### src/rtl/gpio_pkg.sv
package gpio_pkg;
    localparam int PORT_PINS   = 8;
    localparam int MODE_W      = 2 * PORT_PINS;
    localparam int PORT_STRIDE = 'h1C;
    localparam int CTRL_ADDR   = 'h54;
    localparam int OFF_DATA    = 'h00;
    localparam int OFF_MODE    = 'h04;
    localparam int OFF_PUD     = 'h18;

    typedef enum logic [1:0] {
        MODE_IN = 2'b00,
        MODE_PP = 2'b01,
        MODE_OD = 2'b10,
        MODE_OS = 2'b11
    } pin_mode_e;

    typedef struct packed {
        logic [PORT_PINS-1:0] dout;
        logic [MODE_W-1:0]    mode;
        logic [PORT_PINS-1:0] pud;
    } port_regs_t;

    typedef struct packed {
        logic en;
    } ctrl_regs_t;
endpackage

### src/rtl/gpio_sync.sv
module gpio_sync #(
    parameter int W = 8
) (
    input  logic         clk,
    input  logic         rst_n,
    input  logic [W-1:0] din,
    output logic [W-1:0] dout
);
    typedef struct packed {
        logic [W-1:0] s1;
        logic [W-1:0] s2;
        logic [1:0]   warm;
    } sync_t;

    sync_t st_d, st_q;

    always_comb begin
        st_d    = st_q;
        st_d.s1 = din;
        st_d.s2 = st_q.s1;
        if (st_q.warm != 2'd2) begin
            st_d.warm = st_q.warm + 2'd1;
        end
    end

    always_ff @(posedge clk or negedge rst_n) begin
        if (!rst_n) begin
            st_q <= '0;
        end else begin
            st_q <= st_d;
        end
    end

    assign dout = st_q.s2;

    // readback equals the pad level two edges earlier
    a_r8_two_stage_delay: assert property (@(posedge clk) disable iff (!rst_n)
        (st_q.warm == 2'd2) |-> (dout == $past(din, 2)));
endmodule

### src/rtl/gpio_pad_drive.sv
module gpio_pad_drive
    import gpio_pkg::*;
(
    input  logic      en,
    input  pin_mode_e mode,
    input  logic      latch,
    output logic      drv_level,
    output logic      drv_oe
);
    always_comb begin
        drv_level = 1'b0;
        drv_oe    = 1'b0;
        if (en) begin
            unique case (mode)
                MODE_PP: begin
                    drv_level = latch;
                    drv_oe    = 1'b1;
                end
                MODE_OD: begin
                    drv_level = 1'b0;
                    drv_oe    = ~latch;
                end
                MODE_OS: begin
                    drv_level = 1'b1;
                    drv_oe    = latch;
                end
                default: begin
                    drv_level = 1'b0;
                    drv_oe    = 1'b0;
                end
            endcase
        end
    end
endmodule

### src/rtl/gpio_port.sv
module gpio_port
    import gpio_pkg::*;
#(
    parameter int AW = 8
) (
    input  logic                 clk,
    input  logic                 rst_n,
    input  logic                 en,
    input  logic                 hit,
    input  logic                 wr,
    input  logic [AW-1:0]        off,
    input  logic [MODE_W-1:0]    wdata,
    input  logic [PORT_PINS-1:0] din,
    output logic [31:0]          rdata,
    output logic [PORT_PINS-1:0] pad_out,
    output logic [PORT_PINS-1:0] pad_oe,
    output logic [PORT_PINS-1:0] pad_pu_en
);
    localparam logic [AW-1:0] A_DATA = AW'(OFF_DATA);
    localparam logic [AW-1:0] A_MODE = AW'(OFF_MODE);
    localparam logic [AW-1:0] A_PUD  = AW'(OFF_PUD);

    port_regs_t regs_d, regs_q;
    logic       wr_ok;

    assign wr_ok = hit && wr && en;

    always_comb begin
        regs_d = regs_q;
        if (wr_ok) begin
            if (off == A_DATA) regs_d.dout = wdata[PORT_PINS-1:0];
            if (off == A_MODE) regs_d.mode = wdata;
            if (off == A_PUD)  regs_d.pud  = wdata[PORT_PINS-1:0];
        end
    end

    always_ff @(posedge clk or negedge rst_n) begin
        if (!rst_n) begin
            regs_q <= '0;
        end else begin
            regs_q <= regs_d;
        end
    end

    always_comb begin
        rdata = 32'd0;
        if (hit && !wr) begin
            if (off == A_DATA) rdata = {{(32-PORT_PINS){1'b0}}, din};
            if (off == A_MODE) rdata = {{(32-MODE_W){1'b0}}, regs_q.mode};
            if (off == A_PUD)  rdata = {{(32-PORT_PINS){1'b0}}, regs_q.pud};
        end
    end

    assign pad_pu_en = ~regs_q.pud;

    for (genvar n = 0; n < PORT_PINS; n++) begin : g_pin
        pin_mode_e pm;
        assign pm = pin_mode_e'(regs_q.mode[2*n+1:2*n]);

        gpio_pad_drive i_drive (
            .en       (en),
            .mode     (pm),
            .latch    (regs_q.dout[n]),
            .drv_level(pad_out[n]),
            .drv_oe   (pad_oe[n])
        );

        // push-pull always drives
        a_r3_pp_drives: assert property (@(posedge clk) disable iff (!rst_n)
            (en && pm == MODE_PP) |-> (pad_oe[n] && pad_out[n] == regs_q.dout[n]));
        // open-drain only ever pulls low
        a_r4_od_low_only: assert property (@(posedge clk) disable iff (!rst_n)
            (pm == MODE_OD && pad_oe[n]) |-> !pad_out[n]);
        // open-source only ever pushes high
        a_r5_os_high_only: assert property (@(posedge clk) disable iff (!rst_n)
            (en && pm == MODE_OS) |-> (pad_out[n] && pad_oe[n] == regs_q.dout[n]));
        // input pins are released
        a_r6_input_released: assert property (@(posedge clk) disable iff (!rst_n)
            (pm == MODE_IN) |-> (!pad_oe[n] && !pad_out[n]));
    end

    // writes while disabled leave the port registers unchanged
    a_r10_hold_when_off: assert property (@(posedge clk) disable iff (!rst_n)
        (hit && wr && !en) |=> $stable(regs_q));
endmodule

### src/rtl/gpio_ctrl.sv
module gpio_ctrl
    import gpio_pkg::*;
#(
    parameter int NPORTS = 3,
    parameter int AW     = 8
) (
    input  logic                        clk,
    input  logic                        rst_n,
    input  logic                        bus_sel,
    input  logic                        bus_wr,
    input  logic [AW-1:0]               bus_addr,
    input  logic [31:0]                 bus_wdata,
    output logic [31:0]                 bus_rdata,
    input  logic [NPORTS*PORT_PINS-1:0] pad_in,
    output logic [NPORTS*PORT_PINS-1:0] pad_out,
    output logic [NPORTS*PORT_PINS-1:0] pad_oe,
    output logic [NPORTS*PORT_PINS-1:0] pad_pu_en
);
    localparam int NPINS = NPORTS * PORT_PINS;

    ctrl_regs_t       ctrl_d, ctrl_q;
    logic [31:0]      addr32;
    logic             ctrl_hit;
    logic [NPINS-1:0] din_sync;
    logic [31:0]      port_rd [NPORTS];
    logic             unused_wdata_hi;

    assign addr32          = 32'(bus_addr);
    assign ctrl_hit        = bus_sel && (addr32 == 32'(CTRL_ADDR));
    assign unused_wdata_hi = ^bus_wdata[31:MODE_W];

    always_comb begin
        ctrl_d = ctrl_q;
        if (ctrl_hit && bus_wr) begin
            ctrl_d.en = bus_wdata[0];
        end
    end

    always_ff @(posedge clk or negedge rst_n) begin
        if (!rst_n) begin
            ctrl_q <= '0;
        end else begin
            ctrl_q <= ctrl_d;
        end
    end

    gpio_sync #(.W(NPINS)) i_sync (
        .clk  (clk),
        .rst_n(rst_n),
        .din  (pad_in),
        .dout (din_sync)
    );

    for (genvar p = 0; p < NPORTS; p++) begin : g_port
        localparam int BASE = p * PORT_STRIDE;
        logic          hit;
        logic [AW-1:0] off;

        assign hit = bus_sel && (addr32 >= 32'(BASE)) && (addr32 < 32'(BASE + PORT_STRIDE));
        assign off = AW'(addr32 - 32'(BASE));

        gpio_port #(.AW(AW)) i_port (
            .clk      (clk),
            .rst_n    (rst_n),
            .en       (ctrl_q.en),
            .hit      (hit),
            .wr       (bus_wr),
            .off      (off),
            .wdata    (bus_wdata[MODE_W-1:0]),
            .din      (din_sync[p*PORT_PINS +: PORT_PINS]),
            .rdata    (port_rd[p]),
            .pad_out  (pad_out[p*PORT_PINS +: PORT_PINS]),
            .pad_oe   (pad_oe[p*PORT_PINS +: PORT_PINS]),
            .pad_pu_en(pad_pu_en[p*PORT_PINS +: PORT_PINS])
        );
    end

    always_comb begin
        bus_rdata = 32'd0;
        for (int p = 0; p < NPORTS; p++) begin
            bus_rdata = bus_rdata | port_rd[p];
        end
        if (ctrl_hit && !bus_wr) begin
            bus_rdata = {31'd0, ctrl_q.en};
        end
    end

    // nothing is driven while the block is off
    a_r10_no_drive_off: assert property (@(posedge clk) disable iff (!rst_n)
        !ctrl_q.en |-> (pad_oe == '0 && pad_out == '0));
    // the enable follows a control write
    a_r10_ctrl_write: assert property (@(posedge clk) disable iff (!rst_n)
        (ctrl_hit && bus_wr) |=> (ctrl_q.en == $past(bus_wdata[0])));
    // reads outside a data access return zero
    a_r9_idle_rdata_zero: assert property (@(posedge clk) disable iff (!rst_n)
        !bus_sel |-> (bus_rdata == 32'd0));
endmodule

### config.mk
export PLATFORM = sky130hd
export DESIGN_NAME = gpio_ctrl
export DESIGN_NICKNAME = d
export VERILOG_FILES = /design/src/rtl/gpio_pkg.sv /design/src/rtl/gpio_sync.sv /design/src/rtl/gpio_pad_drive.sv /design/src/rtl/gpio_port.sv /design/src/rtl/gpio_ctrl.sv
export SDC_FILE = /design/constraint.sdc
export NUM_CORES = 1
export LEC_CHECK = 0
export BUFFER_PORTS_ARGS = -buffer_cell sky130_fd_sc_hd__buf_4
export CORE_MARGIN = 1.5
export CORE_UTILIZATION = 35
export DETAILED_ROUTE_END_ITERATION = 8
export GPL_ROUTABILITY_DRIVEN = 0
export PLACE_DENSITY = 0.55
export SYNTH_ARGS = -nofsm -noshare
export SYNTH_HDL_FRONTEND = slang
export SYNTH_HIERARCHICAL = 1
export SYNTH_SLANG_ARGS = --single-unit
### constraint.sdc
create_clock -name clk -period 4.09 [get_ports clk]
set_input_delay 0.818 -clock clk [delete_from_list [all_inputs] [get_ports clk]]
set_output_delay 0.818 -clock clk [all_outputs]
set_load 0.02 [all_outputs]
==> results.py <==
metrics = {
    "run_status": {
        "status": "completed",
    },
    "timing": {
        "clock_skew_ps": 8.82,
        "fmax_mhz": 251,
        "worst_slack_ps": 100,
        "setup_viol": 0,
        "tns_ps": 0,
        "period_share_pct": 97.6,
        "tightest_slew_ps": 772,
        "period_needed_ps": 3990,
        "finalHoldViolCount": 0,
        "relSlewSlack_pct": 48.4,
        "drv_slew": 0,
    },
    "worst_setup_path": {
        "cp.required_ps": 3270,
        "rr_endpoint": "g_port[1].i_port/regs_q[24]$_DFFE_PN0P_",
        "worstReg2RegStart": "ctrl_q$_DFFE_PN0P_",
        "cp_max_fo": 8,
        "startpoint": "bus_addr[3]",
        "critPathKind": "in2out",
        "critPathLaunchType": "input port",
        "arrival_ps": 3170,
        "r2r_cells": 3,
        "end_kind": "primary output",
        "r2r_slack_ps": 1840,
    },
    "power": {
        "pwr-share-seq_pct": 47.0,
        "p_int_w": 0.00240,
        "power_density_nw_per_um2": 322,
        "p_clk_share_pct": 46.3,
        "p_sw_share_pct": 23.0,
        "p_comb_share_pct": 6.7,
        "p_switching_w": 0.000717,
        "ir_worst_vdd_mv": 0.272,
        "p_leak_nw": 4.59,
    },
    "flow_run": {
        "timing.max_cap.violations": 0,
    },
    "routing": {
        "ant_nets": 0,
        "drcViolationCount": 0,
        "routed_wl_um": 19800,
        "vias": 5558,
        "viasPerCell": 4.75,
        "wl_per_cell_um": 16.9,
        "dr.pass1.iters": 5,
        "first_iter_violations": 264,
    },
    "synthesis": {
        "syn_area_sq_um": 7770,
        "async_flop_share_pct": 100,
        "syn_avg_cell_area_sq_um": 10.9,
        "yosys_register_bits": 145,
        "synth_top_flop_cell": "dfrtp_1",
        "synth_area_leader_cell": "dfrtp_1",
        "postSynthCellCount": 715,
        "synth_warnings": 6,
        "seq_area_frac_synth_pct": 46.7,
        "synth_area_leaders": "dfrtp_1, mux2_2, buf_4",
        "yosysTopAreaCellShare_pct": 46.7,
        "synth_edf_count": 0,
        "yosysUniqueCellTypes": 40,
    },
    "die": {
        "start_util_pct": 35.6,
        "die_width_um": 152,
        "die-height_um": 152,
        "coreArea_sq_um": 21800,
        "die_area_sq_um": 23100,
        "ios": 172,
        "num_rows": 54,
    },
    "global_routing": {
        "antenna_found_initial": 0,
        "grt_max_degree": 64,
        "grt_pass1_vias": 5587,
        "overflow": 0,
        "grtUsageTotal_pct": 17.5,
        "grt_pass1_wl_um": 31400,
    },
    "hold_path": {
        "hold_path_end": "i_sync/dout[4]$_DFF_PN0_",
        "hold_path.class": "reg2reg",
        "min_from": "i_sync/st_d[6]$_DFF_PN0_",
        "hold_path_depth": 0,
    },
    "placement": {
        "hpwl_um": 14500,
        "pre_cts_slack_ps": -37.5,
        "placed_area_sq_um": 9100,
        "io_buffers": 139,
    },
    "clock_network": {
        "cts_buffers": 17,
        "postCtsSetupBuffers": 0,
        "clock_latency_ps": 420,
        "root_buffer": "clkbuf_16",
        "cts_tree": "done",
        "cts_buffer_depth": 2,
        "path_clk_slew_ps": 60,
        "postCtsHoldBufs": 0,
        "cts.sinks": 145,
        "htreeDepth": 4,
    },
    "finish": {
        "fin_util_pct": 44.4,
        "drive_above_1_share_pct": 37.9,
        "post-route-cell-area_sq_um": 9680,
        "syn_to_final_growth_pct": 24.6,
        "n_fill_cell": 2159,
        "fin_nets": 953,
        "antenna_cells": 0,
    },
}
layout by cell type, fill, tap and decap left out, drive strengths merged, types with 2 or more instances in the layout:
cell and instances:
xor2 5, inv 30, or3 10, nand4bb 24, clkinv 5, o21ai 24, nand3b 3, or4 3
buf 171, and3b 3, nor3 39, nor4 3, nand2b 4, nand4b 4, or3b 3, clkbuf 22
a21oi 3, mux2 122, xnor2 2, nor3b 2, nor2b 24, nand2 25, dfrtp 145, conb 48
and2 24, ha 5, a22oi 24, nor2 106
synth_stat cells (4+ instances only):
master     instances
nor2_1           106
nand2_1           25
nand4b_1           4
nor3_1            32
xor2_1             5
nand4bb_1         24
a22oi_1           24
inv_1             29
buf_4             54
ha_1               5
and2_1            24
nand2b_1           4
clkbuf_1          10
o21ai_1           24
mux2_4            24
nor3_4             4
nor2b_1           24
dfrtp_1          145
or3_1              7
mux2_2            97
worst max-delay path, cell delays in order:
cell	delay [ps]
buf_4	130
ha_1	250
a211oi_2	210
xor2_1	80
or4_1	510
or3_2	610
nor2_1	150
nor3_1	60
nor2_1	170
buf_4	180
layout make-up:
cell class / instances / area, sq um / area share [%]
Inverter: 29 / 109 / 1.12
Clock inverter: 8 / 82.6 / 0.853
Timing Repair Buffer: 171 / 1300 / 13.5
Multi-Input combinational cell: 516 / 3740 / 38.7
Clock buffer: 22 / 464 / 4.79
Sequential cell: 145 / 3630 / 37.5
Tap cell: 280 / 350 / 3.62
what timing repair did:
action,in CTS,in global routing
resized for setup,1,6
setup endpoints to repair,2,15
pin swaps,0,2
per-layer routing:
layer  vias up  global-route usage, %  part of all wire [%]
met5         -                      0                     0
met4         0                   4.07                  0.83
met3        13                   4.05                   4.9
met2       148                   28.0                    47
met1      2698                   24.0                    47
li1       2699                      -                     -
how the worst max path moves through the flow:
| stage | end | slack (ps) |
|---|---|---|
| 2_1_floorplan | bus_rdata[1] | 210 |
| 5_1_grt | bus_rdata[15] | -0.05 |
| 3_5_place_dp | bus_rdata[15] | -40 |
| 4_1_cts | bus_rdata[7] | 0.4 |
| 3_3_place_gp | bus_rdata[15] | -70 |
| 6_report | bus_rdata[7] | 100 |
sequential cells by signal (all words and copies together), names as in the netlist:
name	flops
i_sync/st_d	24
g_port.i_port/regs_q	48
i_sync/dout	24
ctrl_q	1
g_port.i_port/g_pin.pm	48
through the flow:
stage,total power (W),cells,hold slack [ps]
final,0.00312,1171,346
after global routing,0.00325,1171,356
after CTS,0.00316,1171,349
after detailed placement,0.00170,1141,335
after global placement,0.00170,1141,332
after floorplan,0.00161,760,331
power by group through the flow:
stage	combinational, W	clock [W]	sequential, W
after global routing	0.000234	0.00155	0.00147
final	0.000210	0.00144	0.00147
after global placement	0.000209	0	0.00149
after CTS	0.000211	0.00149	0.00147
after detailed placement	0.000210	0	0.00149
after floorplan	0.000114	0	0.00149
kinds of logic (layout without fill, tap and decap cells):
logic type	after synthesis	in the layout	synth area share, %
mux	122	122	18.8
flops	145	145	46.7
other cells	3	48	0.145
compound gates	54	54	4.38
xor+xnor	7	7	0.789
buf+inv	99	230	7.73
simple gates	280	280	20.6
fa+ha+maj	5	5	0.805
(Power assumes the default switching activity.)
